[config.mk]
export PLATFORM = sky130hd
export DESIGN_NAME = pulse_feat_extract
export DESIGN_NICKNAME = d
export VERILOG_FILES = /design/src/rtl/pulse_feat_pkg.sv /design/src/rtl/pulse_feat_slope.sv /design/src/rtl/pulse_feat_region.sv /design/src/rtl/pulse_feat_outreg.sv /design/src/rtl/pulse_feat_extract.sv
export SDC_FILE = /design/constraint.sdc
export NUM_CORES = 1
export LEC_CHECK = 0
export BUFFER_PORTS_ARGS = -buffer_cell sky130_fd_sc_hd__buf_2
export CORE_ASPECT_RATIO = 1.2
export CORE_MARGIN = 5
export CORE_UTILIZATION = 40
export CTS_CLUSTER_DIAMETER = 100
export CTS_CLUSTER_SIZE = 25
export DETAILED_ROUTE_END_ITERATION = 6
export GPL_TIMING_DRIVEN = 0
export PLACE_DENSITY = 0.67
export SYNTH_ARGS = -nofsm -noshare
export SYNTH_HDL_FRONTEND = slang
export SYNTH_SLANG_ARGS = --single-unit
[constraint.sdc]
create_clock -name clk -period 3.95 [get_ports clk]
set_input_delay 0.79 -clock clk [delete_from_list [all_inputs] [get_ports clk]]
set_output_delay 0.79 -clock clk [all_outputs]
set_load 0.02 [all_outputs]
[src/rtl/pulse_feat_pkg.sv]
package pulse_feat_pkg;

  // amount by which a sample exceeds the pedestal, never negative
  function automatic longint unsigned excess_u(longint unsigned x, longint unsigned ped);
    return (x > ped) ? (x - ped) : 64'd0;
  endfunction

  // addition clamped to a ceiling
  function automatic longint unsigned sat_add_u(longint unsigned a, longint unsigned b,
                                                longint unsigned lim);
    longint unsigned s;
    s = a + b;
    return (s > lim) ? lim : s;
  endfunction

endpackage

[src/rtl/pulse_feat_slope.sv]
module pulse_feat_slope #(
  parameter int SW      = 12,
  parameter int TS_W    = 32,
  parameter int WIN_LEN = 4,
  parameter bit WIN_EN  = 1'b1,
  localparam int WB     = WIN_LEN * SW
) (
  input  logic            clk,
  input  logic            rst_n,
  input  logic            smp_valid,
  input  logic [SW-1:0]   smp_data,
  input  logic [TS_W-1:0] ts_now,
  output logic            peak_hit,
  output logic [SW-1:0]   pk_val,
  output logic [TS_W-1:0] pk_ts,
  output logic [WB-1:0]   pk_win
);

  logic [SW-1:0]   prev_q;
  logic            rising_q;
  logic [TS_W-1:0] prev_ts_q;

  always_ff @(posedge clk or negedge rst_n) begin
    if (!rst_n) begin
      prev_q    <= '0;
      rising_q  <= 1'b0;
      prev_ts_q <= '0;
    end else if (smp_valid) begin
      prev_q    <= smp_data;
      rising_q  <= (smp_data > prev_q);
      prev_ts_q <= ts_now;
    end
  end

  // previous sample was reached by a rise and the current one does not rise further
  assign peak_hit = smp_valid && rising_q && (smp_data <= prev_q);
  assign pk_val   = prev_q;
  assign pk_ts    = prev_ts_q;

  generate
    if (WIN_EN) begin : g_win
      logic [SW-1:0] hist_q [WIN_LEN];
      always_ff @(posedge clk or negedge rst_n) begin
        if (!rst_n) begin
          for (int i = 0; i < WIN_LEN; i++) hist_q[i] <= '0;
        end else if (smp_valid) begin
          hist_q[0] <= smp_data;
          for (int i = 1; i < WIN_LEN; i++) hist_q[i] <= hist_q[i-1];
        end
      end
      for (genvar k = 0; k < WIN_LEN; k++) begin : g_slice
        assign pk_win[k*SW +: SW] = hist_q[k];
      end
    end else begin : g_nowin
      assign pk_win = '0;
    end
  endgenerate

endmodule

[src/rtl/pulse_feat_region.sv]
module pulse_feat_region
  import pulse_feat_pkg::*;
#(
  parameter int SW      = 12,
  parameter int TS_W    = 32,
  parameter int AREA_W  = 18,
  parameter int LEN_W   = 7,
  parameter int WB      = 48
) (
  input  logic              clk,
  input  logic              rst_n,
  input  logic              smp_valid,
  input  logic [SW-1:0]     smp_data,
  input  logic [SW-1:0]     thresh,
  input  logic [SW-1:0]     pedestal,
  input  logic              peak_hit,
  input  logic [SW-1:0]     pk_val,
  input  logic [TS_W-1:0]   pk_ts,
  input  logic [WB-1:0]     pk_win,
  output logic              done,
  output logic              cand,
  output logic [TS_W-1:0]   fin_ts,
  output logic [SW-1:0]     fin_pk,
  output logic [AREA_W-1:0] fin_area,
  output logic [LEN_W-1:0]  fin_tot,
  output logic [WB-1:0]     fin_win
);

  localparam longint unsigned AREA_MAX = (64'd1 << AREA_W) - 64'd1;
  localparam longint unsigned TOT_MAX  = (64'd1 << LEN_W) - 64'd1;

  logic              in_reg_q, have_best_q;
  logic [AREA_W-1:0] acc_q;
  logic [LEN_W-1:0]  tot_q;
  logic [SW-1:0]     best_pk_q;
  logic [TS_W-1:0]   best_ts_q;
  logic [WB-1:0]     best_win_q;
  logic              above, take;
  logic [AREA_W-1:0] acc_next;
  logic [LEN_W-1:0]  tot_next;

  always_comb begin
    above    = smp_data > thresh;
    cand     = peak_hit && in_reg_q;
    take     = cand && (!have_best_q || (pk_val > best_pk_q));
    done     = smp_valid && in_reg_q && !above;
    acc_next = AREA_W'(sat_add_u(64'(acc_q), excess_u(64'(smp_data), 64'(pedestal)), AREA_MAX));
    tot_next = LEN_W'(sat_add_u(64'(tot_q), 64'd1, TOT_MAX));
    fin_pk   = take ? pk_val : best_pk_q;
    fin_ts   = take ? pk_ts  : best_ts_q;
    fin_win  = take ? pk_win : best_win_q;
    fin_area = acc_q;
    fin_tot  = tot_q;
  end

  always_ff @(posedge clk or negedge rst_n) begin
    if (!rst_n) begin
      in_reg_q    <= 1'b0;
      have_best_q <= 1'b0;
      acc_q       <= '0;
      tot_q       <= '0;
      best_pk_q   <= '0;
      best_ts_q   <= '0;
      best_win_q  <= '0;
    end else if (smp_valid) begin
      if (above) begin
        if (!in_reg_q) begin
          in_reg_q    <= 1'b1;
          have_best_q <= 1'b0;
          acc_q       <= AREA_W'(sat_add_u(64'd0, excess_u(64'(smp_data), 64'(pedestal)), AREA_MAX));
          tot_q       <= LEN_W'(1);
        end else begin
          acc_q <= acc_next;
          tot_q <= tot_next;
          if (take) begin
            have_best_q <= 1'b1;
            best_pk_q   <= pk_val;
            best_ts_q   <= pk_ts;
            best_win_q  <= pk_win;
          end
        end
      end else begin
        in_reg_q <= 1'b0;
      end
    end
  end

endmodule

[src/rtl/pulse_feat_outreg.sv]
module pulse_feat_outreg #(
  parameter int SW     = 12,
  parameter int TS_W   = 32,
  parameter int AREA_W = 18,
  parameter int LEN_W  = 7,
  parameter int WB     = 48,
  parameter int OVF_W  = 8
) (
  input  logic              clk,
  input  logic              rst_n,
  input  logic              done,
  input  logic [TS_W-1:0]   in_ts,
  input  logic [SW-1:0]     in_pk,
  input  logic [AREA_W-1:0] in_area,
  input  logic [LEN_W-1:0]  in_tot,
  input  logic [WB-1:0]     in_win,
  input  logic              rec_ready,
  output logic              rec_valid,
  output logic [TS_W-1:0]   rec_time,
  output logic [SW-1:0]     rec_peak,
  output logic [AREA_W-1:0] rec_area,
  output logic [LEN_W-1:0]  rec_tot,
  output logic [WB-1:0]     rec_win,
  output logic [OVF_W-1:0]  drop_count,
  output logic              load_evt,
  output logic              drop_evt
);

  assign load_evt = done && (!rec_valid || rec_ready);
  assign drop_evt = done && rec_valid && !rec_ready;

  always_ff @(posedge clk or negedge rst_n) begin
    if (!rst_n) begin
      rec_valid  <= 1'b0;
      rec_time   <= '0;
      rec_peak   <= '0;
      rec_area   <= '0;
      rec_tot    <= '0;
      rec_win    <= '0;
      drop_count <= '0;
    end else begin
      if (load_evt) begin
        rec_valid <= 1'b1;
        rec_time  <= in_ts;
        rec_peak  <= in_pk;
        rec_area  <= in_area;
        rec_tot   <= in_tot;
        rec_win   <= in_win;
      end else if (rec_ready) begin
        rec_valid <= 1'b0;
      end
      if (drop_evt && (drop_count != '1)) drop_count <= drop_count + 1'b1;
    end
  end

endmodule

[src/rtl/pulse_feat_extract.sv]
module pulse_feat_extract #(
  parameter int SW      = 12,
  parameter int TS_W    = 32,
  parameter int MAX_LEN = 64,
  parameter int WIN_LEN = 4,
  parameter bit WIN_EN  = 1'b1,
  parameter int OVF_W   = 8,
  localparam int LEN_W  = $clog2(MAX_LEN + 1),
  localparam int AREA_W = $clog2(MAX_LEN * ((1 << SW) - 1) + 1),
  localparam int WB     = WIN_LEN * SW
) (
  input  logic              clk,
  input  logic              rst_n,
  input  logic              smp_valid,
  input  logic [SW-1:0]     smp_data,
  input  logic [SW-1:0]     thresh,
  input  logic [SW-1:0]     pedestal,
  output logic              rec_valid,
  input  logic              rec_ready,
  output logic [TS_W-1:0]   rec_time,
  output logic [SW-1:0]     rec_peak,
  output logic [AREA_W-1:0] rec_area,
  output logic [LEN_W-1:0]  rec_tot,
  output logic [WB-1:0]     rec_win,
  output logic [OVF_W-1:0]  drop_count
);

  logic [TS_W-1:0]   ts_q;
  logic              peak_hit, peak_evt, done_evt, load_evt, drop_evt;
  logic [SW-1:0]     pk_val, fin_pk;
  logic [TS_W-1:0]   pk_ts, fin_ts;
  logic [WB-1:0]     pk_win, fin_win;
  logic [AREA_W-1:0] fin_area;
  logic [LEN_W-1:0]  fin_tot;

  always_ff @(posedge clk or negedge rst_n) begin
    if (!rst_n) ts_q <= '0;
    else        ts_q <= ts_q + 1'b1;
  end

  pulse_feat_slope #(.SW(SW), .TS_W(TS_W), .WIN_LEN(WIN_LEN), .WIN_EN(WIN_EN)) slope_i (
    .clk(clk), .rst_n(rst_n), .smp_valid(smp_valid), .smp_data(smp_data), .ts_now(ts_q),
    .peak_hit(peak_hit), .pk_val(pk_val), .pk_ts(pk_ts), .pk_win(pk_win)
  );

  pulse_feat_region #(.SW(SW), .TS_W(TS_W), .AREA_W(AREA_W), .LEN_W(LEN_W), .WB(WB)) region_i (
    .clk(clk), .rst_n(rst_n), .smp_valid(smp_valid), .smp_data(smp_data),
    .thresh(thresh), .pedestal(pedestal), .peak_hit(peak_hit), .pk_val(pk_val),
    .pk_ts(pk_ts), .pk_win(pk_win), .done(done_evt), .cand(peak_evt),
    .fin_ts(fin_ts), .fin_pk(fin_pk), .fin_area(fin_area), .fin_tot(fin_tot), .fin_win(fin_win)
  );

  pulse_feat_outreg #(.SW(SW), .TS_W(TS_W), .AREA_W(AREA_W), .LEN_W(LEN_W), .WB(WB),
                      .OVF_W(OVF_W)) out_i (
    .clk(clk), .rst_n(rst_n), .done(done_evt), .in_ts(fin_ts), .in_pk(fin_pk),
    .in_area(fin_area), .in_tot(fin_tot), .in_win(fin_win), .rec_ready(rec_ready),
    .rec_valid(rec_valid), .rec_time(rec_time), .rec_peak(rec_peak), .rec_area(rec_area),
    .rec_tot(rec_tot), .rec_win(rec_win), .drop_count(drop_count),
    .load_evt(load_evt), .drop_evt(drop_evt)
  );

endmodule

Yosys cells after proc, flatten, opt, wreduce, memory -nomap -nowiden

Index checks and enable logic that the tools add are counted.

Register bits: 358
Logic and storage cells: 70

Add/subtract/negate cells: 5
Magnitude comparators: 8
Equality and inequality tests: 2
Muxes and demuxes: 14
Reduce and logical (&&, ||, !) cells: 20

Operators by type and width:

| kind                                                                    | number |
|---|---|
| 64-bit by 18-bit > comparator with 1-bit output (second input constant) | 2 |
| 18-bit by 64-bit adder with 64-bit output                               | 1 |
| 64-bit 2-to-1 mux                                                       | 1 |
| 18-bit 2-to-1 mux                                                       | 3 |
| 12-bit > comparator                                                     | 4 |
| 48-bit 2-to-1 mux                                                       | 1 |
| 32-bit by 1-bit adder with 32-bit output (second input constant)        | 1 |
| 32-bit 2-to-1 mux                                                       | 1 |
| 7-bit 2-to-1 mux                                                        | 2 |
| 12-bit by 12-bit subtractor with 13-bit output                          | 1 |
| 12-bit less-or-equal comparator                                         | 1 |
| 12-bit 2-to-1 mux                                                       | 1 |
| 1-bit logical AND                                                       | 10 |
| 7-bit by 1-bit adder with 8-bit output (second input constant)          | 1 |
| 8-bit by 1-bit adder with 8-bit output (second input constant)          | 1 |
| 8-bit by 7-bit > comparator with 1-bit output (second input constant)   | 1 |
| 8-bit != test (second input constant)                                   | 1 |
| 3-bit AND reduction                                                     | 2 |
| 1-bit 2-to-1 mux                                                        | 5 |
| 1-bit zero test                                                         | 4 |
| 1-bit logical OR                                                        | 2 |
| 2-bit != test (second input constant)                                   | 1 |
| 2-bit AND reduction                                                     | 1 |
| 2-bit nonzero test                                                      | 1 |

Logic depth before layout (Yosys ltp)

Gate-level depths: netlist (run 1).

Depth in word-level cells: 6
Gate-level depth with buffers: 24

Modules after synthesis

Synthesis (run 1) repeated with hierarchy kept, for this count alone.

Cell total of the unflattened synthesis: 1431
Area, all modules: 17959.7 sq um

By module, submodules not included:

| module             | times used | cells an instance | area each (sq um) |
|---|---|---|---|
| pulse_feat_region  | 1          | 771               | 8216.6 |
| pulse_feat_outreg  | 1          | 290               | 4875.9 |
| pulse_feat_slope   | 1          | 243               | 3388.2 |
| pulse_feat_extract | 1          | 127               | 1478.9 |

Worst setup path after synthesis (run 1)

No wires, ideal clock.

Path type: input-to-reg
Start point: input pedestal[11]
End point: register region_i.acc_q[9] (netlist: region_i.fin_area[9])
Setup time: 149 ps
Arrival: 6514 ps
Data required time: 3801 ps
Slack: -2713 ps
Stages on the path: 20
Path through: inv_1 ha_1 a211o_1 nor3_1 o211ai_1 o21a_1 nor2_1 ha_1 nand2_1 or3_1 o31ai_1 clkbuf_1 nand2_1 ha_1 or4b_2 nor3_1 nand4_1 or2_2 o41ai_4 a211oi_2

Cells in the longest elaborated chain, start to end: 6

Ends and longest elaborated chain:

| item                                                                                  | line                     | RTL |
|---|---|---|
| start, declared                                                                       | pulse_feat_extract.sv:17 | `input logic [SW-1:0] pedestal,` |
| 12-bit by 12-bit subtractor with 13-bit output or 12-bit > comparator (tied branches) | pulse_feat_pkg.sv:5      | `return (x > ped) ? (x - ped) : 64'd0;` |
| 64-bit 2-to-1 mux *                                                                   | pulse_feat_pkg.sv:5      |  |
| 18-bit by 64-bit adder with 64-bit output                                             | pulse_feat_pkg.sv:12     | `s = a + b;` |
| 64-bit by 18-bit > comparator with 1-bit output                                       | pulse_feat_pkg.sv:13     | `return (s > lim) ? lim : s;` |
| 18-bit 2-to-1 mux                                                                     | pulse_feat_pkg.sv:13     |  |
| 18-bit 2-to-1 mux *                                                                   | pulse_feat_region.sv:67  | `if (!in_reg_q) begin` |
| end signal, assigned                                                                  | pulse_feat_region.sv:70  | `acc_q <= AREA_W'(sat_add_u(64'd0, excess_u(64'(smp_data), 64'(pedestal)), AREA_MAX));` |
| end signal, assigned                                                                  | pulse_feat_region.sv:73  | `acc_q <= acc_next;` |
| end, declared                                                                         | pulse_feat_region.sv:33  | `logic [AREA_W-1:0] acc_q;` |

Every way passes the cells marked *; elsewhere a longest branch is shown, timed or not.
A chain may end at the register's enable or synchronous reset.

Worst setup path in the final report (run 1)

Start point: input pedestal[1]
End point: register region_i.acc_q[3] (netlist: region_i.fin_area[3])

The elaborated chain is that of the path after synthesis.

==> results of run 1 <==
-- cell usage in the layout (no fill, tap or decap), drive strengths merged, types with 3 or more instances in the layout --
master | synthesis | final
dfrtp | 358 | 358
or3 | 5 | 5
a21oi | 55 | 55
mux2i | 11 | 11
a31oi | 8 | 8
and3 | 15 | 15
nor3 | 19 | 19
inv | 62 | 62
and4 | 4 | 4
nor2b | 7 | 7
nand2 | 304 | 304
o21a | 6 | 6
nand3 | 23 | 23
nor2 | 41 | 42
ha | 84 | 84
o31a | 3 | 3
nor3b | 3 | 3
o211ai | 97 | 97
o21ai | 52 | 52
xor2 | 23 | 23
clkbuf | 57 | 75
and2 | 6 | 6
o311ai | 12 | 12
a21o | 8 | 8
nand4 | 98 | 98
mux2 | 150 | 150
nand2b | 5 | 5
a211oi | 7 | 7
nor4 | 4 | 4
or2 | 3 | 3
o21bai | 7 | 7
o31ai | 5 | 5
buf | 33 | 235
o22ai | 8 | 8
xnor2 | 35 | 35
-- per-stage QoR --
stage	setup slack, ps	util, %	hold slack [ps]
after global placement	-4820	44.1	456
after floorplan	-1910	-	440
after global routing	-1760	47.1	208
after CTS	-1520	46.5	190
final	-1680	47.1	171
after detailed placement	-3230	44.3	460
-- cell type report --
type,count,area (um^2),share of cell area [%]
buffer,88,385,1.88
inverter,62,240,1.17
timing repair buffer,203,1270,6.19
clock buffer,19,475,2.32
multi-input combinational,1141,8450,41.2
clock inverter,2,23.8,0.116
sequential,358,8960,43.7
tap,559,699,3.41
-- critical path, cell delays in order --
cell and delay, ps:
buf_8 100, inv_6 40, ha_4 200, nor2b_4 120, o31a_1 320, o31a_1 340, nor3_4 210, clkbuf_8 180
nor3b_4 50, ha_2 210, fa_2 400, a21o_1 190, a221o_1 360, a2111o_1 460, and4_4 210, o211ai_1 200
ha_1 150, nand2_1 70, nor4_2 320, nand4_1 210, or2_4 310, o41ai_4 280, buf_4 230, a21oi_1 80
-- state kept, by name, indices dropped and copies added (netlist names) --
| signal | flops |
|---|---|
| out_i.drop_count | 8 |
| out_i.rec_area | 18 |
| out_i.rec_peak | 12 |
| out_i.rec_time | 32 |
| out_i.rec_tot | 7 |
| out_i.rec_valid | 1 |
| out_i.rec_win | 48 |
| region_i.best_pk_q | 12 |
| region_i.best_ts_q | 32 |
| region_i.best_win_q | 48 |
| region_i.fin_area | 18 |
| region_i.fin_tot | 7 |
| region_i.have_best_q | 1 |
| region_i.in_reg_q | 1 |
| slope_i.pk_ts | 32 |
| slope_i.pk_win | 48 |
| slope_i.rising_q | 1 |
| ts_q | 32 |
-- cell families (layout without fill, tap and decap cells) --
group	count (synthesis)	count (layout)
AOI/OAI and AO/OA	289	289
xor gates and xnor gates	58	58
adders and majority gates	86	86
buffers and inverters	152	374
DFF	358	358
muxes	161	161
and+or+nand+nor	546	547
-- what timing repair did --
item	in CTS	in global routing
pin swaps	38	21
gates cloned	1	0
setup endpoints to repair	18	18
endpoints found under the hold margin	0	0
setup buffers	26	10
resized for setup	49	30
hold buffers	0	0
-- metal layers --
metal / up-vias / wire [um] / track usage [%]
li1: 6335 / - / -
met2: 266 / 23400 / 33.5
met4: 0 / 1410 / 5.95
met1: 6683 / 20600 / 25.4
met5: - / 0 / 0
met3: 79 / 1690 / 1.93
-- where the power goes --
group          leakage (nW)  switching (W)  internal [W]  total [W]
Sequential             4.70       0.000424       0.00413    0.00456
Combinational          4.83        0.00166       0.00106    0.00271
Clock                 0.241        0.00116      0.000876    0.00204
Total                  9.77        0.00324       0.00607    0.00931
-- path summary, 6_finish.rpt --
| kind | slack (ps) | endpoint |
|---|---|---|
| min in group clk | 470 | ts_q[31]$_DFF_PN0_ |
| worst max register to register | -280 | region_i.fin_area[3]$_DFFE_PN0P_ |
| max in group asynchronous | 1950 | region_i.best_win_q[29]$_DFFE_PN0P_ |
| worst min-delay path | 170 | out_i.drop_count[0]$_DFFE_PN0P_ |
| worst max-delay path | -1680 | region_i.fin_area[3]$_DFFE_PN0P_ |
| worst min register to register | 470 | ts_q[31]$_DFF_PN0_ |
==> out/metrics.csv, run 1 <==
metric,value,unit
vias,13400,
syn_inst,1650,
run_status,"complete, but fails checks",
power.leakage,9.77,nW
final_area,20500,um^2
max_cap_viol_count,0,
maxSlewViolCount,0,
p_per_area,454,nW/um^2
routed_wl,47100,um
synthTopCellsByArea,"dfrtp_1 (51%), mux2_2 (9.7%), nand2_1 (6.5%), ha_1 (6.0%), o211ai_1 (4.1%)",
crit_arrival,6040,ps
cp-start-kind,input port,
drtIter0Drc,751,
skew,20.5,ps
ys.flop_type,dfrtp_1,
syn_nets,1776,
clkLatencyLatePin,530,ps
numPlacedInstances,2376,
finalPower,0.00931,W
final_nets,1998,
die_w,201,um
wl_per_cell,19.4,um
start_util,40.2,%
period_share,143,%
area_delta_synth_final,17.2,%
relSlewSlack,18.1,%
syn_area_per_cell,10.6,um^2
dr.pass1.iters,5,
setup-violations-final,18,
viasPerCell,5.49,
grt_max_degree,127,
antenna_found_initial,0,
root_buffer,clkbuf_16,
antenna_cells,0,
drcViolationCount,0,
ys_top_cells_by_count,"dfrtp_1 (358), nand2_1 (304), mux2_2 (150)",
fill_cells,4079,
worstSetupStartpoint,pedestal[1],
reg2regPathDepth,15,
hpwl,35000,um
path_clk_slew,100,ps
synth-edff-count,0,
cp-end-kind,flop,
worst_slew_pin_slew,1220,ps
rsz0062_at_grt,yes,
finalSetupTns,-28600,ps
port_buffers,164,
required,4360,ps
ys_warn_count,0,
synth_compound_area_share,11.4,%
yosysTopAreaCell,dfrtp_1,
synthMuxAreaShare,10.3,%
yosysMostFrequentCell,dfrtp_1,
io_pins,166,
synthAdderAreaFrac,6.23,%
rows,84,
synth_top_family_by_area,simple AND/OR/NAND/NOR gates,
antenna_left,0,
ys_seq_area_share,51.2,%
r2r_start,region_i.fin_area[0]$_DFFE_PN0P_,
cts_tree,done,
synth-xor-area-share,2.90,%
ys_seq_elements,358,
place_area,19300,um^2
min_path_type,in -> async,
layout.cells.non_filler,2432,
synth_cell_types,66,
grt_pass1_vias,13900,
synth_top_area_share,51.2,%
numCtsBuffers,18,
grt_pass1_wl,75100,um
grt_util_all_layers,19.2,%
htreeDepth,1,
core_area,43500,um^2
violations,negative setup slack,
clkSinkCount,358,
place.gp.congestion,0.876,
chipHeight,239,um
critical_path_class,in -> reg,
synth-simple-area-share,14.5,%
cts_max_path_buffers,3,
grt_overflow_total,0,
irDropWorstVdd,0.262,mV
fin_ws,-1680,ps
finalHoldViolCount,0,
async_flop_share,100,%
timing.fmax,0.178,GHz
post-route-min-period,5630,ps
drive_gt1_share,26.2,%
netlist_area,17500,um^2
die-area,48100,um^2
worstPathMaxFanout,5,
No activity file was read; power rests on OpenSTA's default activity.
==> run 2: changes to the inputs <==
TNS_END_PERCENT = 10   (was unset)
==> run 2 against run 1 <==
Effect of this change:
- the run still ends with negative setup slack left
- first-iteration DRC count up 1.3%
- combinational power increased by 7%
- clock-buffer cell count unchanged
- sequential power about the same
- largest cell class unchanged
==> out/metrics.csv, run 2 (synthesis gave the netlist of run 1 again) <==
metric,value,unit,change
worstPathMaxFanout,5,,unchanged
antenna_cells,0,,unchanged
drcViolationCount,0,,unchanged
fin_ws,-1570,ps,+114 ps
area_delta_synth_final,18.0,%,
grt_pass1_wl,75200,um,about the same
cts_max_path_buffers,3,,unchanged
maxSlewViolCount,0,,unchanged
finalHoldViolCount,0,,unchanged
dr.pass1.iters,5,,unchanged
clkSinkCount,358,,unchanged
place.gp.congestion,0.936,,+6.9%
timing.fmax,0.181,GHz,+2.1%
final_cell_mix,"dfrtp_1 (358), nand2_1 (304), buf_2 (188), mux2_2 (150), nand4_1 (98)",,
grt_pass1_vias,13700,,-1.1%
die-area,48100,um^2,unchanged
path_clk_slew,120,ps,+20 ps
htreeDepth,1,,unchanged
seq_area,8960,um^2,unchanged
cp-start-kind,input port,,
power.leakage,9.85,nW,+0.79%
drtIter0Drc,761,,+1.3%
crit_arrival,6010,ps,-30 ps
drive_gt1_share,26.6,%,+0.41 points
final_common_cell,dfrtp_1,,
core_area,43500,um^2,unchanged
grt_max_degree,108,,-15%
post-route-min-period,5520,ps,-114 ps
start_util,40.2,%,unchanged
antenna_left,0,,unchanged
hold_buffers,0,,unchanged
cp-end-kind,flop,,
final_core_util,47.5,%,+0.32 points
irDropWorstVdd,0.345,mV,+31%
worst_slew_pin_slew,1380,ps,+156 ps
cp_slowest_cell,or3_1,,
cts_tree,done,,
min_path_type,in -> async,,
vias,13600,,+1.6%
antenna_found_initial,1,,+1
die_w,201,um,unchanged
numCtsBuffers,18,,unchanged
multi_input_area,8480,um^2,+0.25%
period_share,140,%,-2.9 points
rows,84,,unchanged
run_status,"complete, but fails checks",,
viasPerCell,5.54,,+0.79%
wl_per_cell,19.5,um,+0.62%
hold_ws,216,ps,+44.8 ps
p_per_area,461,nW/um^2,+1.6%
hpwl,34900,um,-0.17%
grt_overflow_total,0,,unchanged
relSlewSlack,7.62,%,-10 points
place_ws,-3270,ps,-44.4 ps
chipHeight,239,um,unchanged
final_nets,2017,,+0.95%
io_pins,166,,unchanged
fill_cells,4049,,-0.74%
root_buffer,clkbuf_16,,
routed_wl,47800,um,+1.4%
skew,49.9,ps,+29.4 ps
violations,negative setup slack,,
required,4440,ps,+80 ps
max_cap_viol_count,0,,unchanged
grt_util_all_layers,19.2,%,+0.021 points
cp_common_cell,buf_4,,
critical_path_class,in -> reg,,
port_buffers,164,,unchanged
rsz0062_at_grt,yes,,
clkLatencyLatePin,560,ps,+30 ps
max_stage_delay,430,ps,-30 ps
setup-violations-final,18,,unchanged
run 2: worst max-delay path: cells and delay by family:
family / cells / cell delay, ps
buf+inv: 19 / 2290
compound gates: 7 / 1470
simple gates: 3 / 820
fa+ha+maj: 2 / 500
xor+xnor: 1 / 150
run 2: final timing paths:
check                                                 startpoint                          endpoint  slack [ps]  cells past startpoint
worst max-delay path                                 pedestal[1]  region_i.fin_area[9]$_DFFE_PN0P_       -1570                     32
worst min-delay path                                       rst_n     out_i.rec_area[3]$_DFFE_PN0P_         220                      1
worst max register to register  region_i.fin_area[0]$_DFFE_PN0P_  region_i.fin_area[1]$_DFFE_PN0P_         -70                     15
worst min register to register                ts_q[31]$_DFF_PN0_                ts_q[31]$_DFF_PN0_         480                      1
max in group asynchronous                                  rst_n     out_i.rec_win[31]$_DFFE_PN0P_        2250                      3
min in group clk                              ts_q[31]$_DFF_PN0_                ts_q[31]$_DFF_PN0_         480                      1
run 2: repair_timing:
| action | 4_1_cts | 5_1_grt |
|---|---|---|
| gates cloned | 1 | 0 |
| gates resized for setup | 55 | 40 |
| setup buffers | 40 | 16 |
| pin swaps | 37 | 36 |
| setup endpoints to repair | 18 | 18 |
run 2: report_power, final:
| part | leakage (nW) | switching (W) | internal (W) | total, W |
|---|---|---|---|---|
| combinational | 4.90 | 0.00172 | 0.00119 | 0.00291 |
| clock | 0.247 | 0.00120 | 0.000862 | 0.00206 |
| sequential | 4.70 | 0.000425 | 0.00413 | 0.00456 |
run 2: final cells by class:
| class | instances | area share (%) |
|---|---|---|
| flip-flops and latches | 358 | 43.4 |
| multi-input cells | 1141 | 41.0 |
| repair buffers | 222 | 6.73 |
| well taps | 559 | 3.39 |
| clock buffers | 19 | 2.25 |
| plain buffers | 88 | 1.87 |
| inverters | 62 | 1.15 |
| clock inverters | 3 | 0.182 |
run 2: stage by stage:
| stage | TNS [ps] | total power (W) | cells | cell area (um^2) |
|---|---|---|---|---|
| global placement | -1827580 | 0.00694 | 2373 | 19100 |
| detailed placement | -86200 | 0.00702 | 2376 | 19200 |
| floorplan | -34380 | 0.00609 | 1650 | 17600 |
| CTS | -27650 | 0.00936 | 2437 | 20300 |
| global route | -29700 | 0.0100 | 2452 | 20600 |
| finish | -25630 | 0.00952 | 2452 | 20600 |
run 2: routing by layer:
layer | up-vias | GRT usage (%) | part of all wire, %
met5 | - | 0 | 0
met4 | 0 | 5.88 | 2.9
met3 | 80 | 2.12 | 3.9
met2 | 347 | 33.0 | 49
met1 | 6773 | 25.8 | 44
li1 | 6379 | - | -
==> run 3: changes to the inputs <==
SKIP_LAST_GASP = 1   (was unset)
==> run 3 against run 2 <==
Effect of this change:
- the flow still finishes with violations (negative setup slack)
- combinational power fell by 2%
- utilization is 0.24 points lower
- via count grew 0.20%
- clock skew is 1.1 ps higher
- non-clock buffer count shrank 1
- first-iteration DRC count up 11%
- wire length shrank 0.32%
- cell area is 0.51% lower
- clock power barely moved
- sequential power barely moved
- highest routed layer is now met5
==> out/metrics.csv, run 3 (synthesis gave the netlist of run 1 again) <==
metric,value,unit,change
violations,negative setup slack,,
required,4410,ps,-30 ps
finalHoldViolCount,0,,unchanged
final_core_util,47.2,%,-0.24 points
relSlewSlack,19.6,%,+12 points
cts_tree,done,,
grt_util_all_layers,19.2,%,about the same
clkSinkCount,358,,unchanged
place.gp.congestion,0.936,,unchanged
wl_per_cell,19.4,um,-0.28%
cp_common_cell,buf_4,,
grt_max_degree,108,,unchanged
reg2regPathDepth,15,,unchanged
finalSetupTns,-27180,ps,-1550 ps
fin_ws,-1660,ps,-88.5 ps
max_stage_delay,380,ps,-50 ps
antenna_left,0,,unchanged
grt_overflow_total,0,,unchanged
setup-violations-final,18,,unchanged
io_pins,166,,unchanged
final_cell_mix,"dfrtp_1 (358), nand2_1 (304), buf_2 (188), mux2_2 (150), nand4_1 (98)",,
critical_path_class,in -> reg,,
crit_arrival,6070,ps,+60 ps
power.leakage,9.84,nW,about the same
root_buffer,clkbuf_16,,
cp-end-kind,flop,,
cp_slowest_cell,or3_1,,
hold_buffers,0,,unchanged
drcViolationCount,0,,unchanged
p_per_area,460,nW/um^2,-0.20%
final_common_cell,dfrtp_1,,
vias,13600,,+0.20%
die_w,201,um,unchanged
rows,84,,unchanged
min_path_type,in -> async,,
port_buffers,164,,unchanged
irDropWorstVdd,0.329,mV,-4.5%
chipHeight,239,um,unchanged
rsz0062_at_grt,yes,,
grt_pass1_wl,75100,um,about the same
finalPower,0.00946,W,-0.71%
antenna_found_initial,1,,unchanged
timing.fmax,0.178,GHz,-1.6%
numCtsBuffers,18,,unchanged
r2r_end,region_i.fin_area[5]$_DFFE_PN0P_,,
r2r_start,region_i.fin_area[0]$_DFFE_PN0P_,,
crit_family,buffers and inverters,,
worstPathMaxFanout,5,,unchanged
core_area,43500,um^2,unchanged
final_nets,2016,,-0.050%
viasPerCell,5.55,,+0.24%
post-route-min-period,5610,ps,+88.5 ps
skew,51.0,ps,+1.14 ps
cp_num_buf_inv,20,,+1
dr.pass1.iters,4,,-1
worst_slew_pin_slew,1190,ps,-184 ps
clkLatencyLatePin,560,ps,about the same
cp-start-kind,input port,,
start_util,40.2,%,unchanged
regToRegSetupSlack,-130,ps,-60 ps
grt_pass1_vias,13700,,+0.18%
run_status,"complete, but fails checks",,
path_clk_slew,120,ps,about the same
area_delta_synth_final,17.4,%,
die-area,48100,um^2,unchanged
period_share,142,%,+2.2 points
routed_wl,47600,um,-0.32%
maxSlewViolCount,0,,unchanged
antenna_cells,0,,unchanged
cts_max_path_buffers,3,,unchanged
max_cap_viol_count,0,,unchanged
htreeDepth,1,,unchanged
hpwl,34900,um,unchanged
drive_gt1_share,26.3,%,-0.30 points
drtIter0Drc,848,,+11%
-- run 3: cell types whose count changed in the layout (fill, tap and decap cells not counted), sizes merged --
| cell | change |
|---|---|
| buf | -2 |
| clkbuf | +1 |
-- run 3: what timing repair did --
item	CTS	global route
pin swaps	35	24
endpoints found under the setup margin	18	18
gates cloned	1	0
setup buffers	40	14
resized for setup	53	30
-- run 3: per-stage QoR --
stage | hold WS [ps] | setup WS [ps] | std cells | instance area [um^2]
after floorplan | 440 | -2020 | 1650 | 17600
after global placement | 455 | -4860 | 2373 | 19100
after detailed placement | 463 | -3270 | 2376 | 19200
after CTS | 243 | -1570 | 2437 | 20300
after global routing | 250 | -1770 | 2451 | 20500
final | 195 | -1660 | 2451 | 20500
-- run 3: where the power goes --
group	leakage, nW	switching (W)	total (W)	internal (W)
Sequential	4.70	0.000418	0.00455	0.00413
Combinational	4.90	0.00170	0.00286	0.00116
Clock	0.247	0.00119	0.00205	0.000862
-- run 3: cell type report --
cell class | count | area (um^2)
clock buffer | 19 | 464
inverter | 62 | 238
sequential | 358 | 8960
timing repair buffer | 220 | 1350
tap | 559 | 699
multi-input combinational | 1141 | 8390
clock inverter | 3 | 37.5
buffer | 89 | 400
fill | 4066 | 23000
-- run 3: worst max-delay path by stage --
stage / from / endpoint / slack, ps / depth (start not counted)
after floorplan: pedestal[1] / region_i.fin_area[9]$_DFFE_PN0P_ / -2020 / 23
after global routing: pedestal[1] / region_i.fin_area[2]$_DFFE_PN0P_ / -1770 / 24
after CTS: pedestal[1] / region_i.fin_area[1]$_DFFE_PN0P_ / -1570 / 23
after global placement: rst_n / out_i.rec_win[26]$_DFFE_PN0P_ / -4860 / 1
after detailed placement: smp_data[0] / region_i.fin_area[4]$_DFFE_PN0P_ / -3270 / 22
final: pedestal[1] / region_i.fin_area[7]$_DFFE_PN0P_ / -1660 / 33
-- run 3: per-layer routing --
metal | vias up | wire length (um) | global-route usage (%)
li1 | 6389 | - | -
met1 | 6815 | 21000 | 25.7
met2 | 323 | 23300 | 32.9
met3 | 77 | 1920 | 2.24
met4 | 2 | 1430 | 6.09
met5 | - | 13 | 0
